File: src/rtl/cic_pkg.sv
package cic_pkg;

  typedef enum logic {
    CIC_RUN   = 1'b0,
    CIC_RETRY = 1'b1
  } cic_state_e;

  // fill target: first empty way, else the way the recency bit names
  function automatic logic cic_victim(logic [1:0] vld, logic lru);
    if (!vld[0]) return 1'b0;
    if (!vld[1]) return 1'b1;
    return lru;
  endfunction

  // after touching a way, the other one becomes the next victim
  function automatic logic cic_lru_next(logic way);
    return ~way;
  endfunction

endpackage

File: src/rtl/cic_tag_store.sv
module cic_tag_store #(
  parameter int SETS  = 16,
  parameter int IDX_W = 4,
  parameter int TAG_W = 20
) (
  input  logic             clk,
  input  logic             rst_n,
  input  logic [IDX_W-1:0] lk_idx,
  input  logic [TAG_W-1:0] lk_tag,
  output logic             hit,
  output logic             hit_way,
  input  logic             flush,
  input  logic             fill_en,
  input  logic [IDX_W-1:0] fill_idx,
  input  logic [TAG_W-1:0] fill_tag,
  output logic             vic_way,
  input  logic             acc_en,
  input  logic [IDX_W-1:0] acc_idx,
  input  logic             acc_way
);
  import cic_pkg::*;

  logic [1:0]       vld_q [SETS];
  logic [TAG_W-1:0] tag_q [SETS][2];
  logic             lru_q [SETS];
  logic [1:0]       way_hit;

  for (genvar w = 0; w < 2; w++) begin : g_cmp
    assign way_hit[w] = vld_q[lk_idx][w] && (tag_q[lk_idx][w] == lk_tag);
  end

  assign hit     = |way_hit;
  assign hit_way = way_hit[1];
  assign vic_way = cic_victim(vld_q[fill_idx], lru_q[fill_idx]);

  always_ff @(posedge clk or negedge rst_n) begin
    if (!rst_n) begin
      for (int s = 0; s < SETS; s++) begin
        vld_q[s] <= 2'b00;
        lru_q[s] <= 1'b0;
      end
    end else begin
      if (flush) begin
        for (int s = 0; s < SETS; s++) vld_q[s] <= 2'b00;
      end else if (fill_en) begin
        vld_q[fill_idx][vic_way] <= 1'b1;
      end
      if (acc_en) lru_q[acc_idx] <= cic_lru_next(acc_way);
    end
  end

  always_ff @(posedge clk) begin
    if (fill_en) tag_q[fill_idx][vic_way] <= fill_tag;
  end

endmodule

File: src/rtl/cic_data_store.sv
module cic_data_store #(
  parameter int SETS   = 16,
  parameter int IDX_W  = 4,
  parameter int DATA_W = 48
) (
  input  logic              clk,
  input  logic [IDX_W-1:0]  rd_idx,
  input  logic              rd_way,
  output logic [DATA_W-1:0] rd_data,
  input  logic              wr_en,
  input  logic [IDX_W-1:0]  wr_idx,
  input  logic              wr_way,
  input  logic [DATA_W-1:0] wr_data
);
  logic [DATA_W-1:0] word_q [SETS][2];

  assign rd_data = word_q[rd_idx][rd_way];

  always_ff @(posedge clk) begin
    if (wr_en) word_q[wr_idx][wr_way] <= wr_data;
  end

endmodule

File: src/rtl/cic_ctrl.sv
module cic_ctrl #(
  parameter int ADDR_W = 24
) (
  input  logic              clk,
  input  logic              rst_n,
  input  logic              fetch_valid,
  input  logic              conflict,
  input  logic              cache_dis,
  input  logic              lookup_hit,
  input  logic [ADDR_W-1:0] fetch_addr,
  output logic              run,
  output logic              retry,
  output logic              miss_evt,
  output logic [ADDR_W-1:0] pend_addr,
  output logic              pend_fill_ok
);
  import cic_pkg::*;

  cic_state_e state_q;

  assign run      = (state_q == CIC_RUN);
  assign retry    = (state_q == CIC_RETRY);
  assign miss_evt = run && fetch_valid && conflict && !(lookup_hit && !cache_dis);

  always_ff @(posedge clk or negedge rst_n) begin
    if (!rst_n) begin
      state_q      <= CIC_RUN;
      pend_addr    <= '0;
      pend_fill_ok <= 1'b0;
    end else begin
      state_q <= miss_evt ? CIC_RETRY : CIC_RUN;
      if (miss_evt) begin
        pend_addr    <= fetch_addr;
        pend_fill_ok <= !cache_dis;
      end
    end
  end

endmodule

File: src/rtl/conflict_icache.sv
module conflict_icache #(
  parameter int ADDR_W = 24,
  parameter int DATA_W = 48,
  parameter int SETS   = 16
) (
  input  logic              clk,
  input  logic              rst_n,
  input  logic              fetch_valid,
  input  logic [ADDR_W-1:0] fetch_addr,
  input  logic              pm_data_req,
  input  logic              cache_dis,
  input  logic              flush,
  output logic              pm_rd,
  output logic [ADDR_W-1:0] pm_addr,
  input  logic [DATA_W-1:0] pm_rdata,
  output logic              instr_valid,
  output logic [DATA_W-1:0] instr_out,
  output logic              stall
);
  localparam int IDX_W = $clog2(SETS);
  localparam int TAG_W = ADDR_W - IDX_W;

  logic              run, retry, miss_evt, pend_fill_ok;
  logic [ADDR_W-1:0] pend_addr;
  logic              raw_hit, hit_way, vic_way;
  logic              hit_evt, fill_evt, bypass_evt;
  logic              acc_en, acc_way;
  logic [IDX_W-1:0]  acc_idx;
  logic [DATA_W-1:0] cached_word;

  cic_ctrl #(.ADDR_W(ADDR_W)) ctrl_i (
    .clk          (clk),
    .rst_n        (rst_n),
    .fetch_valid  (fetch_valid),
    .conflict     (pm_data_req),
    .cache_dis    (cache_dis),
    .lookup_hit   (raw_hit),
    .fetch_addr   (fetch_addr),
    .run          (run),
    .retry        (retry),
    .miss_evt     (miss_evt),
    .pend_addr    (pend_addr),
    .pend_fill_ok (pend_fill_ok)
  );

  // named events for the checker
  assign hit_evt    = run && fetch_valid && pm_data_req && !cache_dis && raw_hit;
  assign bypass_evt = run && fetch_valid && !pm_data_req;
  assign fill_evt   = retry && pend_fill_ok && !flush;

  assign acc_en  = hit_evt || fill_evt;
  assign acc_idx = retry ? pend_addr[IDX_W-1:0] : fetch_addr[IDX_W-1:0];
  assign acc_way = retry ? vic_way : hit_way;

  cic_tag_store #(.SETS(SETS), .IDX_W(IDX_W), .TAG_W(TAG_W)) tags_i (
    .clk      (clk),
    .rst_n    (rst_n),
    .lk_idx   (fetch_addr[IDX_W-1:0]),
    .lk_tag   (fetch_addr[ADDR_W-1:IDX_W]),
    .hit      (raw_hit),
    .hit_way  (hit_way),
    .flush    (flush),
    .fill_en  (fill_evt),
    .fill_idx (pend_addr[IDX_W-1:0]),
    .fill_tag (pend_addr[ADDR_W-1:IDX_W]),
    .vic_way  (vic_way),
    .acc_en   (acc_en),
    .acc_idx  (acc_idx),
    .acc_way  (acc_way)
  );

  cic_data_store #(.SETS(SETS), .IDX_W(IDX_W), .DATA_W(DATA_W)) data_i (
    .clk     (clk),
    .rd_idx  (fetch_addr[IDX_W-1:0]),
    .rd_way  (hit_way),
    .rd_data (cached_word),
    .wr_en   (fill_evt),
    .wr_idx  (pend_addr[IDX_W-1:0]),
    .wr_way  (vic_way),
    .wr_data (pm_rdata)
  );

  assign pm_rd       = retry || bypass_evt;
  assign pm_addr     = retry ? pend_addr : fetch_addr;
  assign instr_valid = hit_evt || pm_rd;
  assign instr_out   = hit_evt ? cached_word : pm_rdata;
  assign stall       = miss_evt;

endmodule

File: config.mk
export PLATFORM = sky130hd
export DESIGN_NAME = conflict_icache
export DESIGN_NICKNAME = d
export VERILOG_FILES = /design/src/rtl/cic_pkg.sv /design/src/rtl/cic_tag_store.sv /design/src/rtl/cic_data_store.sv /design/src/rtl/cic_ctrl.sv /design/src/rtl/conflict_icache.sv
export SDC_FILE = /design/constraint.sdc
export NUM_CORES = 2
export LEC_CHECK = 0
export ABC_AREA = 1
export BUFFER_PORTS_ARGS = -buffer_cell sky130_fd_sc_hd__clkbuf_2
export CAP_MARGIN = 20
export CELL_PAD_IN_SITES_DETAIL_PLACEMENT = 1
export CELL_PAD_IN_SITES_GLOBAL_PLACEMENT = 1
export CORE_ASPECT_RATIO = 0.8
export CORE_UTILIZATION = 42
export DETAILED_ROUTE_END_ITERATION = 7
export GPL_ROUTABILITY_DRIVEN = 0
export GPL_TIMING_DRIVEN = 0
export PLACE_DENSITY_LB_ADDON = 0.1
export SKIP_CTS_REPAIR_TIMING = 1
export SLEW_MARGIN = 10
export SYNTH_ARGS = -nofsm -noshare
export SYNTH_HDL_FRONTEND = slang
export SYNTH_SLANG_ARGS = --single-unit
File: constraint.sdc
create_clock -name clk -period 5.2 [get_ports clk]
set_input_delay 1.04 -clock clk [delete_from_list [all_inputs] [get_ports clk]]
set_output_delay 1.04 -clock clk [all_outputs]
set_load 0.01 [all_outputs]
### Word-level counts from Yosys, hierarchy flattened

Memory sizes are Yosys's and may differ from the RTL's.
Cells that the tools add are included.

| storage, ports and cells | value |
|---|---|
| bits in writable memories | 2,176 |
| output and inout port bits | 75 |
| input port bits | 78 |
| bits in registers | 74 |
| memories | 2 |
| logic and storage cells | 120 |

| cells by class | value |
|---|---|
| equal/unequal tests | 2 |
| order comparisons | 10 |
| multiplexer cells | 39 |
| reduce and logical (&&, ||, !) cells | 24 |
| bitwise operators | 8 |

Memories:

| name | depth | width | read ports | clocked after memory_dff | write ports | RTL line | RTL |
|---|---|---|---|---|---|---|---|
| data_i.word_q | 16 | 96 | 1 | 0 | 1 | cic_data_store.sv:15 | `logic [DATA_W-1:0] word_q [SETS][2];` |
| tags_i.tag_q | 16 | 40 | 1 | 0 | 1 | cic_tag_store.sv:24 | `logic [TAG_W-1:0] tag_q [SETS][2];` |

Operator list:

| kind | count |
|---|---|
| 48-bit two-way mux | 5 |
| 96-bit two-way mux | 1 |
| 32-bit two-way mux | 2 |
| 48-bit demux with 1-bit select | 1 |
| 20-bit == test | 2 |
| 40-bit two-way mux | 1 |
| 32-bit OR | 1 |
| 24-bit two-way mux | 1 |
| 20-bit demux with 1-bit select | 1 |
| 20-bit two-way mux | 1 |
| 2-bit binary-select mux with 4-bit select | 2 |
| 16-bit bitwise mux | 1 |
| 5-bit greater-or-equal comparator (second input constant) | 3 |
| 1-bit logical AND | 15 |
| 4-bit inverter with 5-bit output | 3 |
| 1-bit two-way mux | 13 |
| 5-bit by 1-bit less-than comparator with 1-bit output (second input constant) | 2 |
| 2-bit two-way mux | 5 |
| 2-bit demux with 4-bit select | 1 |
| 1-bit binary-select mux with 4-bit select | 1 |
| 1-bit demux with 4-bit select | 1 |
| 2-bit greater-or-equal comparator (second input constant) | 2 |
| 1-bit logical NOT | 4 |
| 4-bit two-way mux | 1 |
| 9 further kinds | 13 |

### Depth between registers and ports, before layout

| logic depth | value |
|---|---|
| depth in word-level cells | 17 |
| mapped depth | 23 |
| mapped depth without buffers | 20 |

### By module

Synthesis repeated with hierarchy kept, for this count alone.

| second synthesis, totals | value |
|---|---|
| cells, all modules | 8,552 |
| area total of the unflattened synthesis | 94,458.1 µm² |

Modules (own cells, without submodules):

| module | cells each | sequential area each (µm²) | area an instance (µm²) | instances |
|---|---|---|---|---|
| cic_data_store | 5,249 | 46,124.2 | 62,102.1 | 1 |
| cic_tag_store | 2,936 | 20,419.6 | 30,181.4 | 1 |
| cic_ctrl | 116 | 650.6 | 1,124.8 | 1 |
| conflict_icache | 251 | 0.0 | 1,049.8 | 1 |

### Worst setup path before layout

OpenSTA, ideal clock, no wires.

| timing path | value |
|---|---|
| kind | input to register |
| start | input port flush |
| end | memory data_i.word_q[11][0] (netlist name) (enable) |
| cell stages on the path | 5 |
| required time | 4.705 ns |
| setup time | 0.495 ns |
| slack | -0.006 ns |
| path buffers | 2 |
| arrival time | 4.711 ns |
| cells stage by stage | clkbuf_1 > nor3_1 > nand3_1 > clkbuf_1 > nor2_1 |

| between the ends | value |
|---|---|
| cells in the longest elaborated chain, start to end | 4 |

Ends and longest elaborated chain:

| item | RTL line | RTL |
|---|---|---|
| from (decl) | conflict_icache.sv:12 | `input logic flush,` |
| 1-bit logical NOT | conflict_icache.sv:49 | `assign fill_evt = retry && pend_fill_ok && !flush;` |
| 1-bit logical AND | conflict_icache.sv:49 |  |
| 1-bit two-way mux | cic_data_store.sv:20 | `if (wr_en) word_q[wr_idx][wr_way] <= wr_data;` |
| 96-bit two-way mux (implied by the code) | cic_data_store.sv:20 |  |
| to (decl) | cic_data_store.sv:15 |  |

No other way between the ends.

### Worst setup path after layout

| timing path | value |
|---|---|
| start | input port fetch_addr[2] |
| end | output port instr_out[35] |

| between the ends | value |
|---|---|
| cells in the longest elaborated chain, start to end | 10 |
| elaborated cells between the ends (all ways) | 17 |
| those cells by class | eq/ne (2); mux (7); bitwise (2); reduce/logical (4); memory (2) |

Ends and longest elaborated chain:

| item | RTL line | RTL |
|---|---|---|
| from (decl) | conflict_icache.sv:9 | `input logic [ADDR_W-1:0] fetch_addr,` |
| branches (longest 9 deep; another with memory read 16 x 40 bit) | - |  |
| 48-bit two-way mux (*) | conflict_icache.sv:86 | `assign instr_out = hit_evt ? cached_word : pm_rdata;` |
| to (decl) | conflict_icache.sv:17 | `output logic [DATA_W-1:0] instr_out,` |

Mark *: on every way between the ends. The select of a mux whose other input is x is not followed.

==> metrics.txt <==
run status finished with violations; failing checks negative setup slack; minimum clock period after layout between 5 and 6 ns; Peak VDD IR between 0.4 and 0.5 mV; Hold Vio Cnt, Final 0; final setup fails 15; antenna-violating nets left 0; Mapped Cells approximately 7300; Worst EP required approximately 4.2 ns; clk_skew approximately 0.03 ns; power per cell area roughly 370 mW/mm2; Tot Pwr approximately 40 mW; setup TNS -0.398 ns; H-tree levels 4; fraction of layout cells with a size suffix above 1 between 10 and 15%; max-cap viol count 0; CP Capture Type output port; Yosys top cell by area edfxtp_1; synth warn 0; sequential area share after synthesis 74.0%; Core Region around 0.21 mm2; dpl hpwl between 200 and 300 mm; Net count, final slightly below 8000; drt initial violations 10245; Final period util 102%; path type of the worst min-delay path input pin to async pin; Util after Layout 50.2%; Cell Area, Synth approximately 0.091 mm2; Fillers 21729; Synth top area share slightly above 70%; Vias ~70000; crit-path max FO 10; GR Util met1 around 51%; busiest grt layer met2; RSZ-0062 raised after global routing yes; Placed Area a little under 0.1 mm2; Reg clk slew, reported paths around 0.060 ns; DRC 0; Port Buffers 147; Lkg Pwr roughly 38 nW; TritonCTS buffer count around 230; first-pass GRT wire length around 530 mm; GR Util met2 between 50% and 60%; max frequency about 190 MHz; max-slew violations 0; Synthesized Nets ~7400; Synth Register Bits about 2300; height of the die around 420 um; area grow syn2layout 18.8%; area occupied by registers 0.0672 mm2; pre-CTS WS -1.46 ns; Arrival @ worst endpoint about 4.2 ns; dominant cells by area after synthesis edfxtp_1 72%, nand2_1 5.3%, o21ai_0 4.6%, nand3_1 3.8%, nor2_1 3.4%; worst relative slew slack about a fifth; Ports about 150; die width 522 um; Vias/cell 6.27; total clock sinks 2250; Worst-Margin Slew 1.21 ns; Yosys cell types 28; GR Util met3 6.66%; GRT Util Overall a little over a third; Pre-antenna DRT Iters 8; Syn Area/Cell roughly 12 um2; Worst setup SP type input pin; Clk Latency, worst-skew pair 0.90 ns; Die ar. 0.218 mm2; footprint of the multi-input gates 0.0211 mm2; root buffer cell clkbuf_16; drt total wl 387 mm; Longest Clk Path Bufs 3; critical path class input pin to output port; design area approximately 0.11 mm2; Initial Utilization around 42%; wire per inst ~35 um; CTS tree yes; initial antenna violation count 18; largest net degree at the start of global routing between 50 and 60; num rows roughly 150; global route total overflow 0; Worst Slack Setup Final -0.0784 ns; vias in the first global route between 60000 and 70000
## final timing paths
path                       slack (ns)              endpoint  cells past startpoint           startpoint
setup / recovery                -0.08         instr_out[35]                     12        fetch_addr[2]
hold / removal                   0.07  ctrl_i.pend_addr[19]                      1                rst_n
setup reg to reg                 0.40  data_i.word_q[4][53]                     14  ctrl_i.pend_addr[1]
hold reg to reg                  0.48      tags_i.lru_q[14]                      2     tags_i.lru_q[14]
max in group asynchronous        4.51      tags_i.vld_q[31]                      2                rst_n
min in group clk                 0.36   ctrl_i.pend_fill_ok                      2            cache_dis
## synth_stat cells, drive strengths merged
cell type	count
o22ai	140
nand4	1
a22oi	16
nand3	690
nand2	1288
or2	12
a32o	30
o221ai	254
clkbuf	280
edfxtp	2176
buf	226
o21ai	876
dfrtp	74
nor2	829
nor3	1
inv	265
o211ai	75
a21oi	76
a22o	2
## metal layers
metal  share of wire (%)  vias to the layer above  routed length (um)
met2                  44                     4198              171000
li1                    -                    27821                   -
met4                 3.4                        0               13200
met5                   0                        -                   0
met3                  11                      634               43100
met1                  41                    35745              159000
## registers in the layout, indices dropped and copies added, names as in the netlist
signal	count
ctrl_i.pend_addr	24
ctrl_i.pend_fill_ok	1
ctrl_i.retry	1
data_i.word_q	1536
tags_i.lru_q	16
tags_i.tag_q	640
tags_i.vld_q	32
## metrics by stage
step | hold slack (ns) | cells
6_report | 0.0711 | 10908
3_5_place_dp | 0.466 | 10465
3_3_place_gp | 0.454 | 10307
2_1_floorplan | 0.442 | 7311
5_1_grt | 0.0688 | 10898
4_1_cts | 0.0266 | 10885
## power breakdown
part / total (mW) / switching [mW] / internal (mW)
clock: 16.0 / 7.34 / 8.68
sequential: 20.4 / 0.260 / 20.1
combinational: 3.22 / 2.44 / 0.786
total: 39.6 / 10.0 / 29.6
## final cells by class
type	count	area share (%)
Inverter	265	0.936
Buffer	506	3.18
Timing Repair Buffer	318	4.14
Antenna cell	10	0.0232
Sequential cell	2250	62.3
Multi-Input combinational cell	4290	19.6
Tap cell	2849	3.31
Clock buffer	303	5.67
Clock inverter	117	0.839
## critical path: stages
cell      delay [ns]
buf_2           0.23
clkbuf_4        0.36
buf_4           0.34
clkbuf_4        0.40
clkbuf_4        0.38
clkbuf_2        0.37
o221ai_1        0.32
nand3_1         0.17
nand3_1         0.16
nand3_1         0.21
nand2_1         0.08
clkbuf_2        0.13
## cells by family after synthesis
kind of cell,share of synthesized area (%)
flip-flops,74.0
AND/OR/NAND/NOR,12.7
buffers and inverters,3.57
AO/OA/AOI/OAI,9.76
## cells in the final DEF, fill, tap and decap left out, types with 30 or more instances in the layout
master / count
clkbuf_1: 142
edfxtp_1: 2176
nand2_1: 1280
clkbuf_2: 315
nor2_4: 33
nor2_1: 789
dfrtp_1: 62
buf_4: 40
buf_2: 50
inv_1: 259
nand3_1: 636
o21ai_0: 820
o22ai_1: 132
a21oi_1: 67
clkbuf_16: 231
o21ai_1: 52
clkbuf_4: 84
o221ai_1: 242
buf_16: 61
buf_6: 65
nand3_2: 51
a32o_1: 30
clkinv_1: 61
o211ai_1: 75
buf_12: 100
Power figures use the tool's default switching activity.
